$ cat config.mk
export PLATFORM = sky130hd
export DESIGN_NAME = rowacc_top
export DESIGN_NICKNAME = d
export VERILOG_FILES = /design/src/rtl/rowacc_pkg.sv /design/src/rtl/rowacc_lane.sv /design/src/rtl/rowacc_div.sv /design/src/rtl/rowacc_top.sv
export SDC_FILE = /design/constraint.sdc
export NUM_CORES = 1
export LEC_CHECK = 0
export BUFFER_PORTS_ARGS = -buffer_cell sky130_fd_sc_hd__buf_2
export CAP_MARGIN = 5
export CORE_ASPECT_RATIO = 0.8
export CORE_MARGIN = 5
export CORE_UTILIZATION = 57
export CTS_BUF_LIST = sky130_fd_sc_hd__clkbuf_4
export CTS_CLUSTER_SIZE = 24
export DETAILED_ROUTE_END_ITERATION = 16
export HOLD_SLACK_MARGIN = 0.15
export MAX_ROUTING_LAYER = met4
export PLACE_DENSITY = 0.85
export SLEW_MARGIN = 20
export SYNTH_ARGS = -nofsm -noshare
export SYNTH_HDL_FRONTEND = slang
export SYNTH_SLANG_ARGS = --single-unit
export TNS_END_PERCENT = 100
$ cat constraint.sdc
create_clock -name clk -period 3.8 [get_ports clk]
set_input_delay 0.19 -clock clk [delete_from_list [all_inputs] [get_ports clk]]
set_output_delay 0.19 -clock clk [all_outputs]
set_load 0.02 [all_outputs]
$ cat src/rtl/rowacc_pkg.sv
package rowacc_pkg;
  typedef enum logic [3:0] {
    ST_IDLE, ST_INIT, ST_CMP, ST_LOAD, ST_WAIT, ST_ADD,
    ST_SEL, ST_DIVGO, ST_DIVRUN, ST_WRITE, ST_DONE
  } acc_state_e;
endpackage

$ cat src/rtl/rowacc_lane.sv
module rowacc_lane #(
  parameter int EW    = 8,
  parameter int DW    = 16,
  parameter int LIMIT = 10
) (
  input  logic          clk,
  input  logic          rst_n,
  input  logic          clr,
  input  logic          cmp_en,
  input  logic          ld_en,
  input  logic [EW-1:0] ld_data,
  input  logic          add_en,
  input  logic          sel_en,
  output logic [DW-1:0] sum
);
  logic          flag_r;
  logic [DW-1:0] spec_r;
  logic [EW-1:0] elem_r;

  always_ff @(posedge clk or negedge rst_n) begin
    if (!rst_n) begin
      sum    <= '0;
      flag_r <= 1'b0;
      spec_r <= '0;
      elem_r <= '0;
    end else begin
      if (clr) sum <= '0;
      else if (sel_en && flag_r) sum <= spec_r;
      if (cmp_en) flag_r <= (sum < DW'(LIMIT));
      if (ld_en)  elem_r <= ld_data;
      if (add_en) spec_r <= sum + DW'(elem_r);
    end
  end
endmodule

$ cat src/rtl/rowacc_div.sv
module rowacc_div #(
  parameter int DW = 16,
  parameter int KW = 8,
  localparam int CW = $clog2(DW + 1)
) (
  input  logic          clk,
  input  logic          rst_n,
  input  logic          start,
  input  logic [DW-1:0] dividend,
  input  logic [KW-1:0] divisor,
  output logic [DW-1:0] quot,
  output logic          done
);
  logic [DW-1:0] q_r;
  logic [KW-1:0] rem_r, dvs_r;
  logic [CW-1:0] cnt_r;
  logic          busy_r;
  logic [KW:0]   rem_sh;
  logic          fits;

  assign rem_sh = {rem_r, q_r[DW-1]};
  assign fits   = rem_sh >= {1'b0, dvs_r};
  assign quot   = q_r;

  always_ff @(posedge clk or negedge rst_n) begin
    if (!rst_n) begin
      q_r    <= '0;
      rem_r  <= '0;
      dvs_r  <= '0;
      cnt_r  <= '0;
      busy_r <= 1'b0;
      done   <= 1'b0;
    end else begin
      done <= 1'b0;
      if (start) begin
        q_r    <= dividend;
        rem_r  <= '0;
        dvs_r  <= divisor;
        cnt_r  <= CW'(DW);
        busy_r <= 1'b1;
      end else if (busy_r) begin
        q_r   <= {q_r[DW-2:0], fits};
        rem_r <= fits ? KW'(rem_sh - {1'b0, dvs_r}) : rem_sh[KW-1:0];
        cnt_r <= cnt_r - 1'b1;
        if (cnt_r == CW'(1)) begin
          busy_r <= 1'b0;
          done   <= 1'b1;
        end
      end
    end
  end
endmodule

$ cat src/rtl/rowacc_top.sv
module rowacc_top #(
  parameter int LANES = 2,
  parameter int ROWS  = 16,
  parameter int KW    = 8,
  parameter int EW    = 8,
  parameter int DW    = 16,
  parameter int LAT   = 2,
  parameter int LIMIT = 10,
  localparam int RW   = $clog2(ROWS),
  localparam int AW   = RW + 1 + KW
) (
  input  logic          clk,
  input  logic          rst_n,
  input  logic          start,
  input  logic [KW-1:0] k_in,
  output logic          done,
  output logic          rd_en_a,
  output logic [AW-1:0] rd_addr_a,
  input  logic [EW-1:0] rd_data_a,
  output logic          rd_en_b,
  output logic [AW-1:0] rd_addr_b,
  input  logic [EW-1:0] rd_data_b,
  output logic          res_valid,
  input  logic          res_ready,
  output logic [RW-1:0] res_addr,
  output logic [DW-1:0] res_data
);
  import rowacc_pkg::*;

  localparam int G  = (LANES + 1) / 2;
  localparam int GW = (G > 1) ? $clog2(G) : 1;
  localparam int LW = (LANES > 1) ? $clog2(LANES) : 1;
  localparam int AR = $clog2(LANES + 1);

  acc_state_e    st;
  logic [KW-1:0] kq, j_r;
  logic [RW:0]   base_r;
  logic [GW-1:0] g_r;
  logic [LW-1:0] li_r;
  logic [AR-1:0] arr_r;
  logic [DW-1:0] resq_r;
  logic [LAT-1:0] pa_v, pb_v;
  logic [LW-1:0] pa_l [LAT];
  logic [LW-1:0] pb_l [LAT];
  logic [DW-1:0] lane_sum [LANES];
  logic [DW-1:0] div_q;
  logic          div_done;
  logic [RW:0]   row_a, row_b;
  logic          b_ok;

  // Scalarised loads: two lanes per cycle, in lane order
  assign row_a     = base_r + (RW+1)'({g_r, 1'b0});
  assign row_b     = base_r + (RW+1)'({g_r, 1'b1});
  assign b_ok      = int'({g_r, 1'b1}) < LANES;
  assign rd_en_a   = (st == ST_LOAD);
  assign rd_en_b   = rd_en_a && b_ok;
  assign rd_addr_a = AW'(row_a) * AW'(kq) + AW'(j_r);
  assign rd_addr_b = AW'(row_b) * AW'(kq) + AW'(j_r);

  assign done      = (st == ST_DONE);
  assign res_valid = (st == ST_WRITE);
  assign res_addr  = RW'(base_r + (RW+1)'(li_r));
  assign res_data  = resq_r;

  // Lane tags travel with each read for the fixed memory latency
  always_ff @(posedge clk or negedge rst_n) begin
    if (!rst_n) begin
      pa_v <= '0;
      pb_v <= '0;
      for (int i = 0; i < LAT; i++) begin
        pa_l[i] <= '0;
        pb_l[i] <= '0;
      end
    end else begin
      pa_v[0] <= rd_en_a;
      pb_v[0] <= rd_en_b;
      pa_l[0] <= LW'({g_r, 1'b0});
      pb_l[0] <= LW'({g_r, 1'b1});
      for (int i = 1; i < LAT; i++) begin
        pa_v[i] <= pa_v[i-1];
        pb_v[i] <= pb_v[i-1];
        pa_l[i] <= pa_l[i-1];
        pb_l[i] <= pb_l[i-1];
      end
    end
  end

  for (genvar l = 0; l < LANES; l++) begin : g_lane
    logic hit_a, hit_b;
    assign hit_a = pa_v[LAT-1] && (pa_l[LAT-1] == LW'(l));
    assign hit_b = pb_v[LAT-1] && (pb_l[LAT-1] == LW'(l));
    rowacc_lane #(.EW(EW), .DW(DW), .LIMIT(LIMIT)) u_lane (
      .clk     (clk),
      .rst_n   (rst_n),
      .clr     (st == ST_INIT),
      .cmp_en  (st == ST_CMP),
      .ld_en   (hit_a || hit_b),
      .ld_data (hit_a ? rd_data_a : rd_data_b),
      .add_en  (st == ST_ADD),
      .sel_en  (st == ST_SEL),
      .sum     (lane_sum[l])
    );
  end

  rowacc_div #(.DW(DW), .KW(KW)) u_div (
    .clk      (clk),
    .rst_n    (rst_n),
    .start    (st == ST_DIVGO),
    .dividend (lane_sum[li_r]),
    .divisor  (kq),
    .quot     (div_q),
    .done     (div_done)
  );

  always_ff @(posedge clk or negedge rst_n) begin
    if (!rst_n) begin
      st     <= ST_IDLE;
      kq     <= '0;
      j_r    <= '0;
      base_r <= '0;
      g_r    <= '0;
      li_r   <= '0;
      arr_r  <= '0;
      resq_r <= '0;
    end else begin
      if (st == ST_CMP) arr_r <= '0;
      else arr_r <= arr_r + AR'(pa_v[LAT-1]) + AR'(pb_v[LAT-1]);
      case (st)
        ST_IDLE: if (start) begin
          kq     <= k_in;
          base_r <= '0;
          st     <= ST_INIT;
        end
        ST_INIT: begin
          j_r  <= '0;
          li_r <= '0;
          if (kq == '0) begin
            resq_r <= '0;
            st     <= ST_WRITE;
          end else st <= ST_CMP;
        end
        ST_CMP: begin
          g_r <= '0;
          st  <= ST_LOAD;
        end
        ST_LOAD: if (g_r == GW'(G - 1)) st <= ST_WAIT;
                 else g_r <= g_r + 1'b1;
        ST_WAIT: if (arr_r == AR'(LANES)) st <= ST_ADD;
        ST_ADD: begin
          j_r <= j_r + 1'b1;
          st  <= ST_SEL;
        end
        ST_SEL:   st <= (j_r == kq) ? ST_DIVGO : ST_CMP;
        ST_DIVGO: st <= ST_DIVRUN;
        ST_DIVRUN: if (div_done) begin
          resq_r <= div_q;
          st     <= ST_WRITE;
        end
        ST_WRITE: if (res_ready) begin
          if (li_r == LW'(LANES - 1)) begin
            if (base_r + (RW+1)'(LANES) < (RW+1)'(ROWS)) begin
              base_r <= base_r + (RW+1)'(LANES);
              st     <= ST_INIT;
            end else st <= ST_DONE;
          end else begin
            li_r <= li_r + 1'b1;
            st   <= (kq == '0) ? ST_WRITE : ST_DIVGO;
          end
        end
        ST_DONE: st <= ST_IDLE;
        default: st <= ST_IDLE;
      endcase
    end
  end
endmodule

# After elaboration in Yosys (flattened, before gate mapping)
# Index checks and enable logic that the tools add are counted.
[word_totals]
regBits = 172
inputBits = 28
out_inout_bits = 50
word_cells = 140
[classes]
addsub = 15
multipliers = 2
n_lt_le_gt_ge = 6
eq_ne = 21
n_mux = 47
bitwise = 2
n_reduce_logical = 21
[op_table]
columns = ["cell", "n"]
rows = [
  ["$mux 16", 11],
  ["$pmux 4 s10", 1],
  ["$mux 4", 9],
  ["$add 16x8->16", 2],
  ["$lt 16x4->1 const B", 2],
  ["$mux 8", 4],
  ["$pmux 16 s2", 1],
  ["$mux 5", 6],
  ["$add 13x8->13", 2],
  ["$mul 5x8->13", 2],
  ["$eq 4x3->1 const B", 4],
  ["$pmux 8 s2", 1],
  ["$reduce_bool 2->1", 8],
  ["$eq 4x4->1 const B", 3],
  ["$add 5x2->5", 2],
  ["$pmux 5 s2", 1],
  ["$reduce_and 5->1", 2],
  ["$ge 9x8->1", 1],
  ["$mux 1", 9],
  ["$add 8x1->8 const B", 1],
  ["$eq 4x2->1 const B", 2],
  ["$eq 8x8->1", 1],
  ["$logic_not 8->1", 1],
  ["$ne 2x1->1 const B", 4],
  ["23 further kinds", 34],
]

# Longest topological paths before layout
# Gate-level depths: netlist of the first run.
[logic_depth]
word_depth = 6
depth_mapped = 16
ltp_nobuf = 14

# Modules after synthesis
# Synthesis of the first run repeated with hierarchy kept, for this count alone.
[unflattened]
cells_unflattened = 1194
area_unflattened_um2 = 11680.0
[modules_own_cells]
columns = ["module", "instances", "cells_each", "area_each_um2", "seq_area_each_um2"]
rows = [
  ["rowacc_top", 1, 562, 5365.1, 1176.1],
  ["rowacc_lane", 2, 198, 2059.5, 1026.0],
  ["rowacc_div", 1, 236, 2195.9, 975.9],
]

# Worst setup path after synthesis of the first run
# No wires, ideal clock.
[synth_path]
path_type = "register to output"
startpoint = "register base_r[3]"
endpoint = "output rd_addr_a[12]"
arrival_time_ns = 3.994
required_time_ns = 3.610
slack_ns = -0.384
path_stages_with_launch = 16
n_path_buf = 2
cell_sequence = "dfrtp_1 > clkbuf_1 > clkbuf_1 > and2_1 > fa_1 > inv_1 > fa_1 > fa_1 > inv_1 > ha_1 > and3_1 > a221oi_1 > o31ai_1 > a21o_1 > a21oi_1 > xnor2_1"
[synth_between]
elab_chain_cells = 3
[synth_rtl]
columns = ["element", "line", "rtl"]
rows = [
  ["from (decl)", "rowacc_top.sv:37", "logic [RW:0] base_r;"],
  ["from (signal assigned)", "rowacc_top.sv:162", "base_r <= base_r + (RW+1)'(LANES);"],
  ["$add 5x2->5", "rowacc_top.sv:52", "assign row_a = base_r + (RW+1)'({g_r, 1'b0});"],
  ["$mul 5x8->13", "rowacc_top.sv:57", "assign rd_addr_a = AW'(row_a) * AW'(kq) + AW'(j_r);"],
  ["$add 13x8->13", "rowacc_top.sv:57", ""],
  ["to (decl)", "rowacc_top.sv:18", "output logic [AW-1:0] rd_addr_a,"],
]
# Every way passes these cells.

# Worst setup path in the final report of the first run
[layout_path]
startpoint = "register base_r[1]"
endpoint = "output rd_addr_b[12]"
[layout_between]
elab_chain_cells = 3
[layout_rtl]
columns = ["element", "line", "rtl"]
rows = [
  ["$add 5x2->5", "rowacc_top.sv:53", "assign row_b = base_r + (RW+1)'({g_r, 1'b1});"],
  ["$mul 5x8->13", "rowacc_top.sv:58", "assign rd_addr_b = AW'(row_b) * AW'(kq) + AW'(j_r);"],
  ["$add 13x8->13", "rowacc_top.sv:58", ""],
  ["to (decl)", "rowacc_top.sv:21", "output logic [AW-1:0] rd_addr_b,"],
]
# Every way passes these cells.

==> results of run 1 <==
-- worst min-delay path by stage --
stage / cells after the start / end / startpoint / slack, ps
after floorplan: 0 / arr_r[0]$_DFF_PN0_ / rst_n / -110
after global placement: 0 / pa_v[1]$_DFF_PN0_ / pb_v[0]$_DFF_PN0_ / 330
after detailed placement: 0 / pa_v[1]$_DFF_PN0_ / pb_v[0]$_DFF_PN0_ / 340
after CTS: 4 / st[3]$_DFFE_PN0P_ / start / 160
after global routing: 4 / st[3]$_DFFE_PN0P_ / start / 230
final: 4 / st[3]$_DFFE_PN0P_ / start / 200
-- cell usage in the layout (no fill, tap or decap), types with 27 or more instances in the layout --
| cell type | instances |
|---|---|
| dlygate4sd3_1 | 27 |
| o21ai_1 | 67 |
| o21ai_0 | 40 |
| fa_1 | 40 |
| inv_1 | 86 |
| a21oi_1 | 39 |
| buf_4 | 91 |
| xor2_1 | 30 |
| buf_2 | 58 |
| nor2_1 | 36 |
| buf_6 | 31 |
| dfrtp_1 | 157 |
| ha_1 | 59 |
| and2_1 | 34 |
| nand2_1 | 162 |
-- power by group --
part           switching [mW]  total (mW)  internal, mW
clock                   0.739        1.09         0.354
combinational            2.31        4.06          1.75
sequential              0.569        2.88          2.31
-- worst min-delay path, stage by stage --
cell      delay, ps
buf_2           130
a21oi_1         150
a311oi_1        120
o22ai_1         140
-- repair_timing --
item,4_1_cts,5_1_grt
setup buffers,29,18
pin swaps,42,43
setup endpoints to repair,19,19
hold endpoints to repair,138,36
resized for setup,94,80
hold buffers,26,1
-- cell families after synthesis --
family                   count (synthesis)
AND/OR/NAND/NOR                        382
AO/OA/AOI/OAI                          254
buffers and inverters                  172
flip-flops                             168
adder cells (fa/ha/maj)                126
XOR/XNOR                                57
multiplexers                            49
other                                    2
-- state kept, by name (all words and copies together), names as in the netlist --
register,cells
g_lane.u_lane.spec_r,32
g_lane.u_lane.sum,32
g_lane.u_lane.elem_r,16
res_data,16
u_div.quot,16
j_r,8
kq,8
u_div.dvs_r,8
u_div.rem_r,8
u_div.cnt_r,5
base_r,4
st,4
arr_r,2
g_lane.u_lane.flag_r,2
pb_l,2
li_r,1
pa_v,1
pb_v,1
u_div.busy_r,1
u_div.done,1
-- final cells by class --
class                      count  area, um2
antenna                        1       2.50
fill                        1285       5790
sequential                   168       4220
tap                          264        330
timing repair buffer         210       1660
clock inverter                15        158
inverter                     109        412
multi-input combinational    870       6980
clock buffer                  17        128
-- routing by layer --
metal  share of wire (%)  up-vias
li1                    -     4428
met1                  38     4880
met2                  46      693
met3                  10      200
met4                 6.1        0
met5                   0        -
-- stage by stage --
step	util [%]	hold WS [ps]	setup slack (ps)
floorplan	-	-106	-50.3
global placement	62.6	332	-196
detailed placement	62.6	340	-280
CTS	67.7	156	-716
global route	70.6	228	-1060
finish	70.6	200	-989
==> impl_results.md, run 1 <==
- Main combinational cell family by area after synthesis: adder cells
- CTS Buf Count: 17
- Critical Path Start: base_r[1]$_DFFE_PN0P_
- Failing checks: negative setup slack
- Net count after synthesis: 1,364
- Nets: 1,530
- CP bufs+invs: 4
- First-pass GRT wire length: 49.7 mm
- Iter 0 DRT Violations: 1,253
- RSZ-0062 raised after global routing: yes
- PwrDens: 578 nW/um2
- Overall Global Routing Usage: 27.7%
- Cells on worst reg2reg path: 9
- Initial core utilization: 57.4%
- H-tree level count: 4
- Critical path depth in cells: 14
- Gpl congestion: 0.938
- Core outline area: 19,700 um2
- Outcome: finished, violations left
- Final Hold Fails: 0
- Fmax: 209 MHz
- R2R Path Start: kq[2]$_DFFE_PN0P_
- Cell class contributing the biggest share of worst-path delay: adder cells
- Leakage: 6.72 nW
- Critical path capture point: rd_addr_b[12]
- Ys async rst share: 100%
- Worst slew pin tran: 1030 ps
- # setup viols final: 18
- DRC Markers: 0
- Synth cell count leaders: nand2_1 (169), dfrtp_1 (168), inv_1 (108), ha_1 (78), o21ai_1 (67)
- Peak per-stage delay on the critical path: 590 ps
- Critical Path Start Type: flip-flop
- Critical path peak fanout: 3
- Final instance area: 13,900 um2
- Worst EP required: 3610 ps
- Slowest CP cell: fa_1
- Compound-cell area share of the yosys netlist: 14.0%
- Post-route ant nets: 0
- Post-synth top area cell: dfrtp_1
- Max VDD drop: 323 uV
- Total power: 8.03 mW
- Layout area overhead: 22.9%
- Crit path kind: flip-flop to output pin
- Number of synthesized flops with an enable pin: 0
- Layout cells sized above 1: 26.3%
- Post-synthesis xor/xnor area fraction: 4.42%
- Cells after Synth: 1,210
- Most used routing layer: met2
- Routed WL per cell: 20.6 um
- Count leader, synth: nand2_1
- Clk Latency, worst-skew pair: 580 ps
- Number of global-route vias before repair: 9,732
- Placed Cells incl. Taps: 1,547
- CP cell instances: buf_12 > and2_4 > fa_1 > fa_1 > inv_2 > fa_1 > inv_2 > ha_4 > or3_4 > o211a_1 > o21ai_1 > nand2b_1 > xor2_2 > buf_6
- # port buffers: 77
- Yosys top cell area share: 37.2%
- Synth Cell Area: 11,300 um2
- Placed Area: 12,300 um2
- # IOs: 78
- Mux cell area share after synthesis: 4.63%
- Die width: 167 um
- Synth Warn #: 0
- Total number of vias: 10,200
- Total Wirelength: 34.1 mm
- Root buffer cell: clkbuf_4
- DRT Pass-1 Iters: 6
- Max capacitance violation total: 0
- CP arrival: 4600 ps
- Min cycle time layout: 4790 ps
- Post-route setup slack: -989 ps
- Grt total ovfl: 0
- Total Neg Setup Slack: -10,030 ps
- Worst Hold Class: input pin to flip-flop
- Met3 usage: 5.35%
- RR Endpoint: res_data[14]$_DFFE_PN0P_
- Distinct cell type count after synthesis: 68
- Crit path top cell by count: fa_1
- Cell row count: 46
- Synth Area in Simple Gates: 16.5%
- Clock buffer depth: 2
- Setup slack, reg-to-reg: 1220 ps
- Final Max Slew Viols: 0
- Worst Skew: 23.8 ps
- Largest net degree at the start of global routing: 110
- Worst slew margin: 31.0%
- Final worst path period share: 126%
- Clock Sinks: 168
- Met2 Use GR: 42.7%
- Top_reg_cell synth: dfrtp_1
- Yosys reg bits: 168
- Met1 usage in global routing: 36.6%
- Post-Layout Cell Count: 1,654
- Die area: 22,800 um2
- Initial antenna violation count: 1
- Reg clk slew, reported paths: 160 ps
- Chip height: 136 um
- Crit end category: output pin
- Sequential share of the synthesized area: 37.2%
- Mean Syn Cell Area: 9.34 um2
- Post-synthesis adder-cell area fraction: 17.1%
- Synth area leaders: dfrtp_1 (37%), ha_1 (8.6%), fa_1 (8.5%), nand2_1 (5.6%), inv_1 (3.6%)
- CTS tree: done
- HPWL Detailed: 19.9 mm
- Via-to-Cell Ratio: 6.17
No activity file was read; power rests on OpenSTA's default activity.
==> inputs of run 2 (changes only) <==
--- a/config.mk
+++ b/config.mk
@@ -7,7 +7,6 @@
 export LEC_CHECK = 0
 export BUFFER_PORTS_ARGS = -buffer_cell sky130_fd_sc_hd__buf_2
 export CAP_MARGIN = 5
-export CORE_ASPECT_RATIO = 0.8
 export CORE_MARGIN = 5
 export CORE_UTILIZATION = 57
 export CTS_BUF_LIST = sky130_fd_sc_hd__clkbuf_4
==> run 2 against run 1 <==
Effect of this change:
- the flow still finishes with violations (negative setup slack)
- clock skew up 4.2 ps
- die area about the same
- sequential share of layout area up 0.83 points
- core utilization down 1.3 points
- setup slack better by 240 ps
- global-route usage down 0.38 points
- via count down 6.4%
- final area down 2.6%
- sequential power about the same
- power down 3.9%
- routed wire length down 11%
- non-clock buffer count down 19
- highest routed layer unchanged
==> impl_results.md, run 2 (same netlist as run 1, synthesis figures left out) <==
- CP arrival: 4360 ps (was 4600 ps)
- Clock buffer depth: 2 (unchanged)
- Initial core utilization: 57.9% (was 57.4%)
- Clk Latency, worst-skew pair: 580 ps (about the same)
- Iter 0 DRT Violations: 855 (was 1,253)
- H-tree level count: 4 (unchanged)
- Chip height: 151 um (was 136 um)
- Final worst path period share: 120% (was 126%)
- Critical Path Start Type: flip-flop (unchanged)
- CTS Buf Count: 17 (unchanged)
- Cells on worst reg2reg path: 10 (was 9)
- RR Endpoint: res_data[5]$_DFFE_PN0P_ (was res_data[14]$_DFFE_PN0P_)
- Worst EP required: 3610 ps (about the same)
- Worst slew margin: 27.3% (was 31.0%)
- Largest net degree at the start of global routing: 102 (was 110)
- Total Wirelength: 30.3 mm (was 34.1 mm)
- Post-route ant nets: 0 (unchanged)
- Failing checks: negative setup slack (unchanged)
- Layout cells sized above 1: 22.7% (was 26.3%)
- Clock Sinks: 168 (unchanged)
- Reg area: 4220 um2 (about the same)
- Worst slew pin tran: 1090 ps (was 1030 ps)
- Overall Global Routing Usage: 27.3% (was 27.7%)
- # IOs: 78 (unchanged)
- Via-to-Cell Ratio: 5.84 (was 6.17)
- Grt total ovfl: 0 (unchanged)
- Max capacitance violation total: 0 (unchanged)
- Most frequent cells in the layout: nand2_1 (165), dfrtp_1 (156), inv_1 (92), buf_4 (77), ha_1 (70) (was nand2_1 (162), dfrtp_1 (157), buf_4 (91), inv_1 (86), o21ai_1 (67))
- Crit path kind: flip-flop to output pin (unchanged)
- Final Hold Fails: 0 (unchanged)
- Layout area overhead: 19.6% (was 22.9%)
- Setup slack, reg-to-reg: 1120 ps (was 1220 ps)
- Most common cell after layout, fill and taps aside: nand2_1 (unchanged)
- CTS tree: done (unchanged)
- Final Max Slew Viols: 0 (unchanged)
- Final instance area: 13,500 um2 (was 13,900 um2)
- DP Worst Slack: -334 ps (was -280 ps)
- Worst Skew: 28.0 ps (was 23.8 ps)
- PwrDens: 570 nW/um2 (was 578 nW/um2)
- Fin util: 69.3% (was 70.6%)
- Cell row count: 51 (was 46)
- # fillers: 1,343 (was 1,285)
- Critical path peak fanout: 6 (was 3)
- Die width: 151 um (was 167 um)
- Total number of vias: 9,546 (was 10,200)
- Core outline area: 19,500 um2 (was 19,700 um2)
- Min cycle time layout: 4550 ps (was 4790 ps)
- Area of the multi-input gates: 6820 um2 (was 6980 um2)
- Placed Area: 12,300 um2 (about the same)
- Initial antenna violation count: 1 (unchanged)
- # port buffers: 77 (unchanged)
- Nets: 1,511 (was 1,530)
- Root buffer cell: clkbuf_4 (unchanged)
- RSZ-0062 raised after global routing: yes (unchanged)
- Fmax: 220 MHz (was 209 MHz)
- DRC Markers: 0 (unchanged)
- Post-route setup slack: -751 ps (was -989 ps)
- Max VDD drop: 415 uV (was 323 uV)
- First-pass GRT wire length: 47.9 mm (was 49.7 mm)
- Outcome: finished, violations left (unchanged)
- DRT Pass-1 Iters: 7 (was 6)
- Gpl congestion: 0.959 (was 0.938)
- R2R Path Start: kq[3]$_DFFE_PN0P_ (was kq[2]$_DFFE_PN0P_)
- # setup viols final: 17 (was 18)
- Leakage: 6.61 nW (was 6.72 nW)
- Regs by FF count: g_lane.u_lane.spec_r x32, g_lane.u_lane.sum x32 (unchanged)
- Placed Cells incl. Taps: 1,544 (was 1,547)
- HPWL Detailed: 18.9 mm (was 19.9 mm)
- Reg clk slew, reported paths: 140 ps (was 160 ps)
- Number of global-route vias before repair: 9,716 (was 9,732)
- Worst Hold Class: input pin to asynchronous set/reset pin (was input pin to flip-flop)
- Die area: 22,700 um2 (was 22,800 um2)
- Routed WL per cell: 18.5 um (was 20.6 um)
- Crit end category: output pin (unchanged)
- Post-Layout Cell Count: 1,634 (was 1,654)
run 2: cell count changes in the layout (fill, tap and decap cells not counted), moves of 6 or more:
cell / before / now
buf_4: 91 / 77
ha_1: 59 / 70
ha_4: 15 / 8
inv_6: 7 / 0
and2_1: 34 / 40
buf_6: 31 / 25
inv_1: 86 / 92
run 2: area by class of cell:
cell class              count  share of cell area [%]
clock inverters            10                   0.786
flip-flops and latches    168                    31.2
well taps                 265                    2.45
repair buffers            191                    11.0
multi-input cells         870                    50.4
clock buffers              20                    1.11
inverters                 109                    3.02
diodes                      1                  0.0185
run 2: worst max-delay path, cell delays in order (launching register included):
cell	delay (ps)
dfrtp_2	480
buf_6	140
and2_4	150
fa_1	540
inv_2	50
fa_2	530
fa_1	430
inv_2	80
ha_4	210
and3_4	190
a221oi_2	260
o31ai_2	100
a21o_1	180
a21oi_2	170
xnor2_2	120
buf_4	150
run 2: routing by layer:
layer  up-vias  GRT usage [%]  share of wire (%)
met5         -              -                  0
met4         0           13.8                5.5
met3       146           5.18                5.5
met2       400           45.0                 50
met1      4603           32.2                 40
li1       4397              -                  -
run 2: worst max path at each step:
stage                          start            end  slack (ps)
6_report       base_r[3]$_DFFE_PN0P_  rd_addr_a[12]        -750
5_1_grt        base_r[1]$_DFFE_PN0P_  rd_addr_b[12]        -910
4_1_cts        base_r[3]$_DFFE_PN0P_  rd_addr_a[12]        -730
3_5_place_dp   base_r[2]$_DFFE_PN0P_  rd_addr_a[11]        -330
3_3_place_gp   base_r[4]$_DFFE_PN0P_  rd_addr_a[12]        -150
2_1_floorplan  base_r[3]$_DFFE_PN0P_  rd_addr_a[12]         -50
run 2: stage by stage:
step / hold WS (ps) / setup TNS [ps] / power, mW
CTS: 279 / -7330 / 7.44
detailed placement: 340 / -1180 / 6.22
floorplan: -106 / -91.4 / 5.31
finish: 247 / -8330 / 7.72
global placement: 333 / -375 / 6.08
global route: 312 / -10590 / 8.24
run 2: repair_timing:
item | in CTS | in global routing
resized for setup | 84 | 51
pin swaps | 45 | 36
endpoints found under the hold margin | 131 | 0
hold buffers | 27 | 0
buffers inserted | 24 | 11
endpoints found under the setup margin | 18 | 19
run 2: report_power, final:
part	leakage [nW]	total [mW]	internal (mW)	switching, mW
clock	0.131	1.01	0.396	0.609
sequential	2.17	2.85	2.31	0.535
combinational	4.31	3.86	1.69	2.18
total	6.61	7.72	4.40	3.32
==> inputs of run 3 (changes only) <==
--- a/config.mk
+++ b/config.mk
@@ -7,14 +7,16 @@
 export LEC_CHECK = 0
 export BUFFER_PORTS_ARGS = -buffer_cell sky130_fd_sc_hd__buf_2
 export CAP_MARGIN = 5
+export CELL_PAD_IN_SITES_DETAIL_PLACEMENT = 1
+export CELL_PAD_IN_SITES_GLOBAL_PLACEMENT = 1
 export CORE_MARGIN = 5
-export CORE_UTILIZATION = 57
+export CORE_UTILIZATION = 44
 export CTS_BUF_LIST = sky130_fd_sc_hd__clkbuf_4
 export CTS_CLUSTER_SIZE = 24
 export DETAILED_ROUTE_END_ITERATION = 16
 export HOLD_SLACK_MARGIN = 0.15
 export MAX_ROUTING_LAYER = met4
-export PLACE_DENSITY = 0.85
+export PLACE_DENSITY = 0.84
 export SLEW_MARGIN = 20
 export SYNTH_ARGS = -nofsm -noshare
 export SYNTH_HDL_FRONTEND = slang
==> run 3 against run 2 <==
Effect of this change:
- final cell count grew 5.5%
- clock power grew 16%
- via count grew 5.5%
- setup slack lost 340 ps
- critical path depth is the same
- die area grew 27%
- register-to-register slack lost 20 ps
- the run still ends with negative setup slack left
- first-iteration DRC count shrank 24%
- final area grew 2.5%
- combinational power grew 8.5%
- sequential power is essentially flat
- routed wire length grew 34%
==> impl_results.md, run 3 (same netlist as run 1, synthesis figures left out) <==
- Post-Layout Cell Count: 1,724 (was 1,634)
- Cells on worst reg2reg path: 5 (was 10)
- Final instance area: 13,900 um2 (was 13,500 um2)
- Layout cells sized above 1: 24.9% (was 22.7%)
- Crit path kind: flip-flop to output pin (unchanged)
- Total number of vias: 10,100 (was 9,546)
- HPWL Detailed: 23.4 mm (was 18.9 mm)
- Cell row count: 58 (was 51)
- Worst slew margin: 26.4% (was 27.3%)
- Worst EP required: 3610 ps (about the same)
- Gpl congestion: 0.877 (was 0.959)
- DRC Markers: 0 (unchanged)
- Total power: 8.22 mW (was 7.72 mW)
- Outcome: finished, violations left (unchanged)
- Max capacitance violation total: 0 (unchanged)
- Min-Delay Path Depth: 4
- Critical path peak fanout: 5 (was 6)
- Post-route ant nets: 0 (unchanged)
- Placed Cells incl. Taps: 1,621 (was 1,544)
- Routed WL per cell: 23.6 um (was 18.5 um)
- PwrDens: 593 nW/um2 (was 570 nW/um2)
- Root buffer cell: clkbuf_4 (unchanged)
- Largest net degree at the start of global routing: 103 (was 102)
- Chip height: 170 um (was 151 um)
- DRT Pass-1 Iters: 5 (was 7)
- CP arrival: 4710 ps (was 4360 ps)
- Post-route setup slack: -1100 ps (was -751 ps)
- Via-to-Cell Ratio: 5.84 (about the same)
- Overall Global Routing Usage: 26.6% (was 27.3%)
- Reg clk slew, reported paths: 200 ps (was 140 ps)
- Most frequent cells in the layout: nand2_1 (160), dfrtp_1 (159), buf_4 (97), inv_1 (93) (was nand2_1 (165), dfrtp_1 (156), inv_1 (92), buf_4 (77), ha_1 (70))
- Regs by FF count: g_lane.u_lane.spec_r x32, g_lane.u_lane.sum x32 (unchanged)
- Nets: 1,533 (was 1,511)
- Number of global-route vias before repair: 11,000 (was 9,716)
- H-tree level count: 4 (unchanged)
- Failing checks: negative setup slack (unchanged)
- Area of the multi-input gates: 6890 um2 (was 6820 um2)
- RSZ-0062 raised after global routing: yes (unchanged)
- Core outline area: 25,300 um2 (was 19,500 um2)
- Min cycle time layout: 4900 ps (was 4550 ps)
- Initial antenna violation count: 2 (was 1)
- Initial core utilization: 44.8% (was 57.9%)
- Die width: 170 um (was 151 um)
- First-pass GRT wire length: 59.5 mm (was 47.9 mm)
- Clock Sinks: 168 (unchanged)
- Placed Area: 12,500 um2 (was 12,300 um2)
- Clock buffer depth: 2 (unchanged)
- Grt total ovfl: 0 (unchanged)
- Fmax: 204 MHz (was 220 MHz)
- Reg area: 4220 um2 (about the same)
- Total Neg Setup Slack: -13,600 ps (was -8330 ps)
- Leakage: 6.76 nW (was 6.61 nW)
- Layout area overhead: 22.7% (was 19.6%)
- Die area: 29,000 um2 (was 22,700 um2)
- Critical Path Start Type: flip-flop (unchanged)
- # IOs: 78 (unchanged)
- Final worst path period share: 129% (was 120%)
- Final Max Slew Viols: 0 (unchanged)
- CTS Buf Count: 17 (unchanged)
- # setup viols final: 18 (was 17)
- # port buffers: 77 (unchanged)
- Final Hold Fails: 0 (unchanged)
- # fillers: 2,853 (was 1,343)
- CTS tree: done (unchanged)
- Most common cell after layout, fill and taps aside: nand2_1 (unchanged)
- Total Wirelength: 40.7 mm (was 30.3 mm)
- Worst Hold Class: input pin to flip-flop (was input pin to asynchronous set/reset pin)
- Worst Skew: 47.4 ps (was 28.0 ps)
- Crit end category: output pin (unchanged)
- Worst slew pin tran: 1100 ps (was 1090 ps)
- Max VDD drop: 405 uV (was 415 uV)
- Iter 0 DRT Violations: 647 (was 855)
- Clk Latency, worst-skew pair: 630 ps (was 580 ps)
[run 3: where the power goes]
part,internal (mW),switching (mW)
Clock,0.406,0.762
Sequential,2.31,0.560
Combinational,1.73,2.46
Total,4.44,3.78
[run 3: critical path: stages (launching register included)]
cell      delay (ps)
dfrtp_2          510
buf_6            130
buf_6            100
nand2_4           50
fa_2             630
fa_1             480
fa_1             550
inv_2             60
ha_4             230
a21o_1           250
a221oi_4         310
o31ai_2          110
a21o_1           200
a21oi_2          180
xnor2_2          130
buf_4            160
[run 3: final cells by class]
cell class / instances / area share, %
clock inverters: 15 / 1.19
multi-input cells: 870 / 49.7
diodes: 2 / 0.0361
clock buffers: 17 / 0.920
well taps: 330 / 2.98
flip-flops and latches: 168 / 30.4
repair buffers: 213 / 11.9
inverters: 109 / 2.95
[run 3: timing repair]
action / 4_1_cts / 5_1_grt
resized for setup: 114 / 40
endpoints found under the setup margin: 18 / 19
hold endpoints to repair: 129 / 0
setup buffers: 33 / 13
hold buffers: 26 / 0
pin swaps: 68 / 29
cloned: 0 / 0
[run 3: layer usage]
layer / share of wire (%) / GRT usage [%] / wire, um / vias up
met3: 4.6 / 4.09 / 1860 / 165
met1: 39 / 30.1 / 15800 / 5094
met4: 5.6 / 10.3 / 2260 / 0
met2: 51 / 47.3 / 20800 / 385
li1: - / - / - / 4423
met5: 0 / - / 0 / -
[run 3: final timing paths]
path	from	endpoint	slack, ps
max in group asynchronous	rst_n	arr_r[1]$_DFF_PN0_	2550
setup reg to reg	st[3]$_DFFE_PN0P_	base_r[4]$_DFFE_PN0P_	1100
min in group asynchronous	rst_n	g_lane[1].u_lane.elem_r[7]$_DFFE_PN0P_	270
hold reg to reg	pb_v[0]$_DFF_PN0_	pa_v[1]$_DFF_PN0_	370
setup / recovery	base_r[3]$_DFFE_PN0P_	rd_addr_a[12]	-1100
hold / removal	start	st[3]$_DFFE_PN0P_	220
[run 3: metrics by stage]
| stage | worst slack (ps) | hold WS, ps | utilization [%] |
|---|---|---|---|
| 2_1_floorplan | -50.3 | -106 | - |
| 3_3_place_gp | -239 | 333 | 49.3 |
| 3_5_place_dp | -531 | 347 | 49.3 |
| 4_1_cts | -818 | 209 | 53.9 |
| 5_1_grt | -1150 | 211 | 54.9 |
| 6_report | -1100 | 220 | 54.9 |
